`src/rtl/ahb_wait_pkg.sv`:
```
package ahb_wait_pkg;

  typedef enum logic [1:0] {
    TR_IDLE   = 2'd0,
    TR_BUSY   = 2'd1,
    TR_NONSEQ = 2'd2,
    TR_SEQ    = 2'd3
  } trans_e;

  localparam logic RESP_OKAY = 1'b0;

  function automatic logic trans_active(input trans_e t);
    return (t == TR_NONSEQ) || (t == TR_SEQ);
  endfunction

endpackage

```
`src/rtl/ahb_wait_capture.sv`:
```
module ahb_wait_capture
  import ahb_wait_pkg::*;
#(
  parameter int ADDR_W = 32,
  parameter int LOC_W  = 6
) (
  input  logic              clk,
  input  logic              rst_n,
  input  logic              hsel_i,
  input  trans_e            trans_i,
  input  logic              write_i,
  input  logic [2:0]        size_i,
  input  logic [ADDR_W-1:0] addr_i,
  input  logic              hready_i,
  input  logic              done_i,
  output logic              start_o,
  output logic              dp_valid_o,
  output logic              dp_write_o,
  output logic [2:0]        dp_size_o,
  output logic [LOC_W-1:0]  dp_addr_o
);

  logic             valid_q, valid_d;
  logic             write_q, write_d;
  logic [2:0]       size_q, size_d;
  logic [LOC_W-1:0] addr_q, addr_d;
  logic             accept;

  // The bus-wide ready, never the local one, decides sampling.
  assign accept = hsel_i && trans_active(trans_i) && hready_i;

  always_comb begin
    valid_d = valid_q;
    write_d = write_q;
    size_d  = size_q;
    addr_d  = addr_q;
    if (accept) begin
      valid_d = 1'b1;
      write_d = write_i;
      size_d  = size_i;
      addr_d  = addr_i[LOC_W-1:0];
    end else if (done_i) begin
      valid_d = 1'b0;
    end
  end

  always_ff @(posedge clk or negedge rst_n) begin
    if (!rst_n) begin
      valid_q <= 1'b0;
      write_q <= 1'b0;
      size_q  <= 3'd0;
      addr_q  <= '0;
    end else begin
      valid_q <= valid_d;
      if (accept) begin
        write_q <= write_d;
        size_q  <= size_d;
        addr_q  <= addr_d;
      end
    end
  end

  assign start_o    = accept;
  assign dp_valid_o = valid_q;
  assign dp_write_o = write_q;
  assign dp_size_o  = size_q;
  assign dp_addr_o  = addr_q;

  // a low bus ready blocks capture while no data phase is open
  assert_no_capture_stalled_R3: assert property (@(posedge clk) disable iff (!rst_n)
    (!hready_i && !valid_q) |=> !valid_q);

  // an idle, busy or unselected cycle opens no data phase
  assert_no_capture_idle_R4: assert property (@(posedge clk) disable iff (!rst_n)
    (!valid_q && !(hsel_i && trans_active(trans_i))) |=> !valid_q);

endmodule

```
`src/rtl/ahb_wait_pacer.sv`:
```
module ahb_wait_pacer #(
  parameter int WAIT_N = 2
) (
  input  logic clk,
  input  logic rst_n,
  input  logic start_i,
  input  logic dp_valid_i,
  output logic ready_o
);

  generate
    if (WAIT_N == 0) begin : g_nowait
      assign ready_o = 1'b1;

      // zero waits completes in the first data cycle
      assert_zero_wait_R2: assert property (@(posedge clk) disable iff (!rst_n)
        start_i |=> ready_o);
    end else begin : g_count
      localparam int CNT_W = (WAIT_N < 2) ? 1 : $clog2(WAIT_N + 1);
      localparam logic [CNT_W-1:0] LOAD = CNT_W'(WAIT_N);

      logic [CNT_W-1:0] cnt_q, cnt_d;
      logic             cnt_en;

      always_comb begin
        cnt_en = 1'b0;
        cnt_d  = cnt_q;
        if (start_i) begin
          cnt_en = 1'b1;
          cnt_d  = LOAD;
        end else if (dp_valid_i && (cnt_q != '0)) begin
          cnt_en = 1'b1;
          cnt_d  = cnt_q - 1'b1;
        end
      end

      always_ff @(posedge clk or negedge rst_n) begin
        if (!rst_n) begin
          cnt_q <= '0;
        end else if (cnt_en) begin
          cnt_q <= cnt_d;
        end
      end

      assign ready_o = !dp_valid_i || (cnt_q == '0);

      // the first data cycle after acceptance is a wait cycle
      assert_first_wait_R2: assert property (@(posedge clk) disable iff (!rst_n)
        start_i |=> !ready_o);

      // a wait cycle with more than one wait left is followed by another
      assert_wait_continues_R2: assert property (@(posedge clk) disable iff (!rst_n)
        (dp_valid_i && cnt_q > 1 && !start_i) |=> !ready_o);

      // the counter never exceeds the configured wait count
      assert_cnt_bound_R2: assert property (@(posedge clk) disable iff (!rst_n)
        cnt_q <= LOAD);
    end
  endgenerate

endmodule

```
`src/rtl/ahb_wait_store.sv`:
```
module ahb_wait_store #(
  parameter int DATA_W = 32,
  parameter int DEPTH  = 16
) (
  input  logic                                     clk,
  input  logic                                     rst_n,
  input  logic                                     wr_en_i,
  input  logic                                     rd_en_i,
  input  logic [$clog2(DEPTH)+$clog2(DATA_W/8)-1:0] addr_i,
  input  logic [2:0]                               size_i,
  input  logic [DATA_W-1:0]                        wdata_i,
  output logic [DATA_W-1:0]                        rdata_o
);

  localparam int BYTES = DATA_W / 8;
  localparam int OFS_W = $clog2(BYTES);
  localparam int IDX_W = $clog2(DEPTH);

  logic [OFS_W-1:0]  ofs;
  logic [IDX_W-1:0]  idx;
  logic [BYTES-1:0]  lane_en;
  logic [DATA_W-1:0] words [DEPTH];

  assign ofs = addr_i[OFS_W-1:0];
  assign idx = addr_i[OFS_W +: IDX_W];

  always_comb begin
    int span;
    span = 1 << size_i;
    for (int b = 0; b < BYTES; b++) begin
      lane_en[b] = (b >= int'(ofs)) && (b < int'(ofs) + span);
    end
  end

  generate
    for (genvar w = 0; w < DEPTH; w++) begin : g_word
      logic [DATA_W-1:0] word_q;
      logic              sel;

      assign sel = wr_en_i && (idx == IDX_W'(w));

      for (genvar b = 0; b < BYTES; b++) begin : g_lane
        always_ff @(posedge clk or negedge rst_n) begin
          if (!rst_n) begin
            word_q[8*b +: 8] <= 8'h00;
          end else if (sel && lane_en[b]) begin
            word_q[8*b +: 8] <= wdata_i[8*b +: 8];
          end
        end
      end

      assign words[w] = word_q;
    end
  endgenerate

  assign rdata_o = rd_en_i ? words[idx] : '0;

  // no data leaves the store unless a read completes
  assert_rdata_gated_R8: assert property (@(posedge clk) disable iff (!rst_n)
    !rd_en_i |-> (rdata_o == '0));

endmodule

```
`src/rtl/ahb_wait_sub.sv`:
```
module ahb_wait_sub
  import ahb_wait_pkg::*;
#(
  parameter int ADDR_W = 32,
  parameter int DATA_W = 32,
  parameter int DEPTH  = 16,
  parameter int WAIT_N = 2
) (
  input  logic              hclk,
  input  logic              hresetn,
  input  logic              hsel,
  input  logic [ADDR_W-1:0] haddr,
  input  logic [1:0]        htrans,
  input  logic              hwrite,
  input  logic [2:0]        hsize,
  input  logic [DATA_W-1:0] hwdata,
  input  logic              hready,
  output logic [DATA_W-1:0] hrdata,
  output logic              hreadyout,
  output logic              hresp
);

  localparam int LOC_W = $clog2(DEPTH) + $clog2(DATA_W / 8);

  logic             start;
  logic             dp_valid;
  logic             dp_write;
  logic [2:0]       dp_size;
  logic [LOC_W-1:0] dp_addr;
  logic             pace_ready;
  logic             done;
  trans_e           trans;

  assign trans = trans_e'(htrans);
  assign done  = dp_valid && pace_ready;

  ahb_wait_capture #(
    .ADDR_W (ADDR_W),
    .LOC_W  (LOC_W)
  ) u_capture (
    .clk        (hclk),
    .rst_n      (hresetn),
    .hsel_i     (hsel),
    .trans_i    (trans),
    .write_i    (hwrite),
    .size_i     (hsize),
    .addr_i     (haddr),
    .hready_i   (hready),
    .done_i     (done),
    .start_o    (start),
    .dp_valid_o (dp_valid),
    .dp_write_o (dp_write),
    .dp_size_o  (dp_size),
    .dp_addr_o  (dp_addr)
  );

  ahb_wait_pacer #(
    .WAIT_N (WAIT_N)
  ) u_pacer (
    .clk        (hclk),
    .rst_n      (hresetn),
    .start_i    (start),
    .dp_valid_i (dp_valid),
    .ready_o    (pace_ready)
  );

  ahb_wait_store #(
    .DATA_W (DATA_W),
    .DEPTH  (DEPTH)
  ) u_store (
    .clk     (hclk),
    .rst_n   (hresetn),
    .wr_en_i (done && dp_write),
    .rd_en_i (done && !dp_write),
    .addr_i  (dp_addr),
    .size_i  (dp_size),
    .wdata_i (hwdata),
    .rdata_o (hrdata)
  );

  assign hreadyout = pace_ready;
  assign hresp     = RESP_OKAY;

  // response stays OKAY
  assert_resp_okay_R7: assert property (@(posedge hclk) disable iff (!hresetn)
    hresp == 1'b0);

  // a stalled cycle carries no read data
  assert_quiet_while_wait_R8: assert property (@(posedge hclk) disable iff (!hresetn)
    !hreadyout |-> (hrdata == '0));

  // without an open data phase the subordinate never stalls
  assert_ready_when_free_R4: assert property (@(posedge hclk) disable iff (!hresetn)
    !dp_valid |-> hreadyout);

endmodule

```
`config.mk`:
```
export PLATFORM = sky130hd
export DESIGN_NAME = ahb_wait_sub
export DESIGN_NICKNAME = d
export VERILOG_FILES = /design/src/rtl/ahb_wait_pkg.sv /design/src/rtl/ahb_wait_capture.sv /design/src/rtl/ahb_wait_pacer.sv /design/src/rtl/ahb_wait_store.sv /design/src/rtl/ahb_wait_sub.sv
export SDC_FILE = /design/constraint.sdc
export NUM_CORES = 1
export LEC_CHECK = 0
export BUFFER_PORTS_ARGS = -buffer_cell sky130_fd_sc_hd__buf_2
export CAP_MARGIN = 20
export CORE_MARGIN = 10
export CORE_UTILIZATION = 66
export DETAILED_ROUTE_END_ITERATION = 6
export PLACE_DENSITY = 0.94
export SLEW_MARGIN = 20
export SYNTH_ARGS = -nofsm -noshare
export SYNTH_HDL_FRONTEND = slang
export SYNTH_SLANG_ARGS = --single-unit
export TNS_END_PERCENT = 50
```
`constraint.sdc`:
```
create_clock -name hclk -period 7.5 [get_ports hclk]
set_input_delay 0 -clock hclk [delete_from_list [all_inputs] [get_ports hclk]]
set_output_delay 0 -clock hclk [all_outputs]
set_load 0.01 [all_outputs]
```
==> results.txt <==
* Fraction of layout instances using a drive strength above 1: a little over half
* Dominant register cell in the synthesized netlist: sky130_fd_sc_hd__dfrtp_1
- Leakage power summed over all cells: 0.0117 uW
- Chip Width: roughly 210 um
- Unrepaired setup endpoints after global routing: false
* TritonCTS clock tree: done
* Initial DRC Count: 1177
- In this run, flip-flops and latches consume approximately 48% of the power.
* Number of diodes: 0
- Setup total negative slack on the finished layout was measured at 0 ps.
- Internal power comes to 5560 uW.
- Across every metal layer, demand over resource in global routing totals 25.7%.
* Post-synth cell types: 42
- Synth top area share: 54.7%
- Yosys mapped a number of flops with a built-in enable equal to 0.
- CTS saw 525 sinks.
- Floorplan die height: 211 um
* Worst clock skew on the final layout: ~15 ps
* YS warnings: 0
* Initial core utilization: 67.2%
- Final critical delay including setup and external delays: between 4000 and 5000 ps
- Nature of the critical path startpoint: flop
- Most used cells in the layout excluding fill and tap cells: 523 x sky130_fd_sc_hd__dfrtp_1, 522 x sky130_fd_sc_hd__mux2_2, 128 x sky130_fd_sc_hd__mux4_2
- Buffers added to address setup during post-CTS repair amount to 0.
* Comb power frac: 18.9%
- In this run the remaining antenna-violating nets after routing total 0.
- Number of antenna violations at the first check in global routing: 0
* Peak supply drop: slightly below 0.0002 V
- Run status: finished clean
- R2r setup slk: around 3800 ps
* Async SR Flop Fraction: 100%
- For this run, the post-layout net count is between 1500 and 2000.
* Maximum capacitance violations: 0
- Fin worst setup slack: 3180 ps
- Io pins: between 100 and 150
* Skew-Pair Late Insertion Delay: 560 ps
- Synthesis produced a netlist with a net count of approximately 1600.
- On the critical path, the stage with the largest delay is an instance of sky130_fd_sc_hd__buf_4.
* Part of the Yosys area used for sequential elements: 54.7%
- At the end of routability-driven placement, the weighted congestion stood at 0.852.
* Placement Setup Slack: 3800 ps
- Net switching is 26.3% of the power.
- Total Routed Length: 56.7 mm
- After synthesis the netlist holds a flip-flop and latch count of about 530.
- Entering global routing, the biggest net connects ~160 pins.
- Excluding fillers, the count of instances in the completed layout stands at 2088.
- Derived from the worst setup path, the maximum achievable clock frequency is ~230 MHz.
- Slew Limit Headroom: 23.0%
- The first global-routing pass estimated 89.0 mm of wire.
* Placed standard-cell area: between 20000 and 25000 um2
- Average size of a mapped cell: 16.0 um2
- Total global routing overflow: 0
- Std-Cell Core Area: 35700 um2
- H-tree level count: 2
* Largest area contributor in the synthesized netlist: sky130_fd_sc_hd__dfrtp_1
- Worst endpoint required time: 7500 ps
- In the post-synthesis netlist, the biggest area contributors are sky130_fd_sc_hd__dfrtp_1 55%, sky130_fd_sc_hd__mux2_2 24%, sky130_fd_sc_hd__mux4_2 12%.
- Worst endpoint data arrival time: about 4300 ps
- The cell area that synthesis handed to floorplanning was 24000 um2.
- The min-delay analysis places its worst path in the category primary input to async pin.
- Post-DR vias/cell: 6.79
* Synth-to-layout area growth: 11.5%
- The final route contains 14200 vias.
- Power density of the placed cells: 282 nW/um2
* Die Area: 44400 um2
* Root buffer selected by CTS: sky130_fd_sc_hd__clkbuf_16
- Buffers inserted during clock tree synthesis total 51.
- In this run, placement finished with an instance count of 1955.
- Number of global-route vias before repair: 15600
- Worst Path Class, Setup: flop to output pin
* Port buffer count: 79
- Largest stage delay, worst path: 830 ps
- Walking the worst path, the cells encountered are buf_4 -> buf_4 -> mux4_2 -> nor2b_1 -> a211oi_1 -> a211oi_1 -> buf_2.
* Number of cells upsized or downsized after cts: 0
- The clock passes through at most 3 buffers.
* Final core utilization: 75.0%
- Power share of the clock group: between 30% and 40%
- Maximum fanout along the worst path: 57
* Most common cell after layout, fill and taps aside: sky130_fd_sc_hd__dfrtp_1
- Setup violations remaining at the end of the flow were counted as 0.
- After detailed routing, the average wire length per cell comes to between 20 and 30 um.
- The number of hold violations in the final report is 0.
- After clock tree synthesis, the clock-pin slew on the worst setup and hold paths is 60 ps.
- The number of max-slew violations in the final report was 0.
* Cell area after layout: 26800 um2
- Cell count after synthesis: 1503
- In the routed design, unresolved DRC markers number 0.
- Ratio of final minimum period to clock period: 57.6%
* Critical path capture point type: output pin
- # rows: 69
* Pre-antenna DRT Iters: 6
- Once detailed placement completed, the half-perimeter wirelength came to 33.6 mm.
- For the pin with the worst max-slew slack, the measured transition is approximately 1200 ps.
* Net switching power: 1990 uW
## metrics by stage
step / total power (uW) / hold slack [ps]
finish: 7550 / 144
global route: 7840 / 232
CTS: 7570 / 178
detailed placement: 5010 / 159
global placement: 4880 / 138
floorplan: 4630 / -296
## area by class of cell
| cell class | instances | area [um2] |
|---|---|---|
| sequential | 525 | 13100 |
| multi-input combinational | 873 | 10500 |
| fill | 2012 | 8940 |
| clock buffer | 79 | 1500 |
| timing repair buffer | 137 | 972 |
| tap | 461 | 577 |
| clock inverter | 11 | 134 |
| inverter | 2 | 7.51 |
## critical path, delay by kind of cell, from the launching register on
kind / cells / cell delay, ps
AND/OR/NAND/NOR: 1 / 150
flip-flops: 1 / 720
multiplexers: 1 / 600
AO/OA/AOI/OAI: 2 / 490
buffers and inverters: 3 / 1780
## path summary, 6_finish.rpt
path	from	to	cells after the start
worst max-delay path	u_capture.dp_addr_o[3]$_DFFE_PN0P_	hrdata[30]	7
worst min-delay path	hresetn	u_store.g_word[7].word_q[12]$_DFFE_PN0P_	2
worst max register to register	u_capture.dp_addr_o[0]$_DFFE_PN0P_	u_store.g_word[9].word_q[21]$_DFFE_PN0P_	5
worst min register to register	u_store.g_word[6].word_q[31]$_DFFE_PN0P_	u_store.g_word[6].word_q[31]$_DFFE_PN0P_	1
max in group asynchronous	hresetn	u_store.g_word[14].word_q[22]$_DFFE_PN0P_	3
min in group hclk	haddr[2]	u_capture.dp_addr_o[2]$_DFFE_PN0P_	3
## repair_timing
item | CTS | global route
endpoints found under the setup margin | 0 | 0
endpoints found under the hold margin | 638 | 0
hold buffers | 43 | 0
## power by group through the flow
stage	clock [uW]	sequential, uW	combinational [uW]
after CTS	2550	3590	1440
after global routing	2660	3640	1540
after floorplan	0	3480	1150
after global placement	0	3560	1320
after detailed placement	0	3620	1390
final	2530	3600	1430
## logic make-up (layout without fill, tap and decap cells)
logic type / count (synthesis) / after routing / share of synthesized area (%)
muxes: 651 / 651 / 36.5
DFF: 525 / 525 / 54.7
and+or+nand+nor: 115 / 115 / 2.83
buffers and inverters: 105 / 229 / 1.95
AOI/OAI and AO/OA: 101 / 101 / 3.76
adders and majority gates: 4 / 4 / 0.240
other: 1 / 1 / 0.0156
xor gates and xnor gates: 1 / 1 / 0.0365
## state kept, by name, indices dropped and copies added (netlist names)
| register | count |
|---|---|
| u_capture.dp_write_o | 1 |
| u_capture.dp_addr_o | 6 |
| u_pacer.g_count.cnt_q | 2 |
| u_store.g_word.word_q | 512 |
| u_capture.dp_size_o | 3 |
| u_capture.dp_valid_o | 1 |
## synth_stat cells (2+ instances only)
master,number
sky130_fd_sc_hd__buf_1,8
sky130_fd_sc_hd__nor2_1,16
sky130_fd_sc_hd__a211oi_1,3
sky130_fd_sc_hd__nand4_1,2
sky130_fd_sc_hd__buf_6,2
sky130_fd_sc_hd__clkbuf_1,56
sky130_fd_sc_hd__nand2b_1,5
sky130_fd_sc_hd__nor2b_1,4
sky130_fd_sc_hd__buf_2,32
sky130_fd_sc_hd__dfrtp_1,525
sky130_fd_sc_hd__o211ai_2,21
sky130_fd_sc_hd__a22oi_1,62
sky130_fd_sc_hd__nand3_4,10
sky130_fd_sc_hd__buf_4,5
sky130_fd_sc_hd__nor2_2,3
sky130_fd_sc_hd__mux4_2,128
sky130_fd_sc_hd__nand2_1,42
sky130_fd_sc_hd__mux2_2,522
sky130_fd_sc_hd__ha_1,3
sky130_fd_sc_hd__nand3_1,15
sky130_fd_sc_hd__a21oi_2,5
sky130_fd_sc_hd__o211a_1,4
sky130_fd_sc_hd__nor3_1,5
sky130_fd_sc_hd__and2_1,6
sky130_fd_sc_hd__inv_1,2
## metal layers
metal,GRT usage (%),part of all wire (%),up-vias
met5,0,0,-
met4,10.1,3.5,0
met3,5.22,7.0,135
met2,42.6,50,558
met1,33.0,39,7612
li1,-,-,5874
No activity file was read; power rests on OpenSTA's default activity.
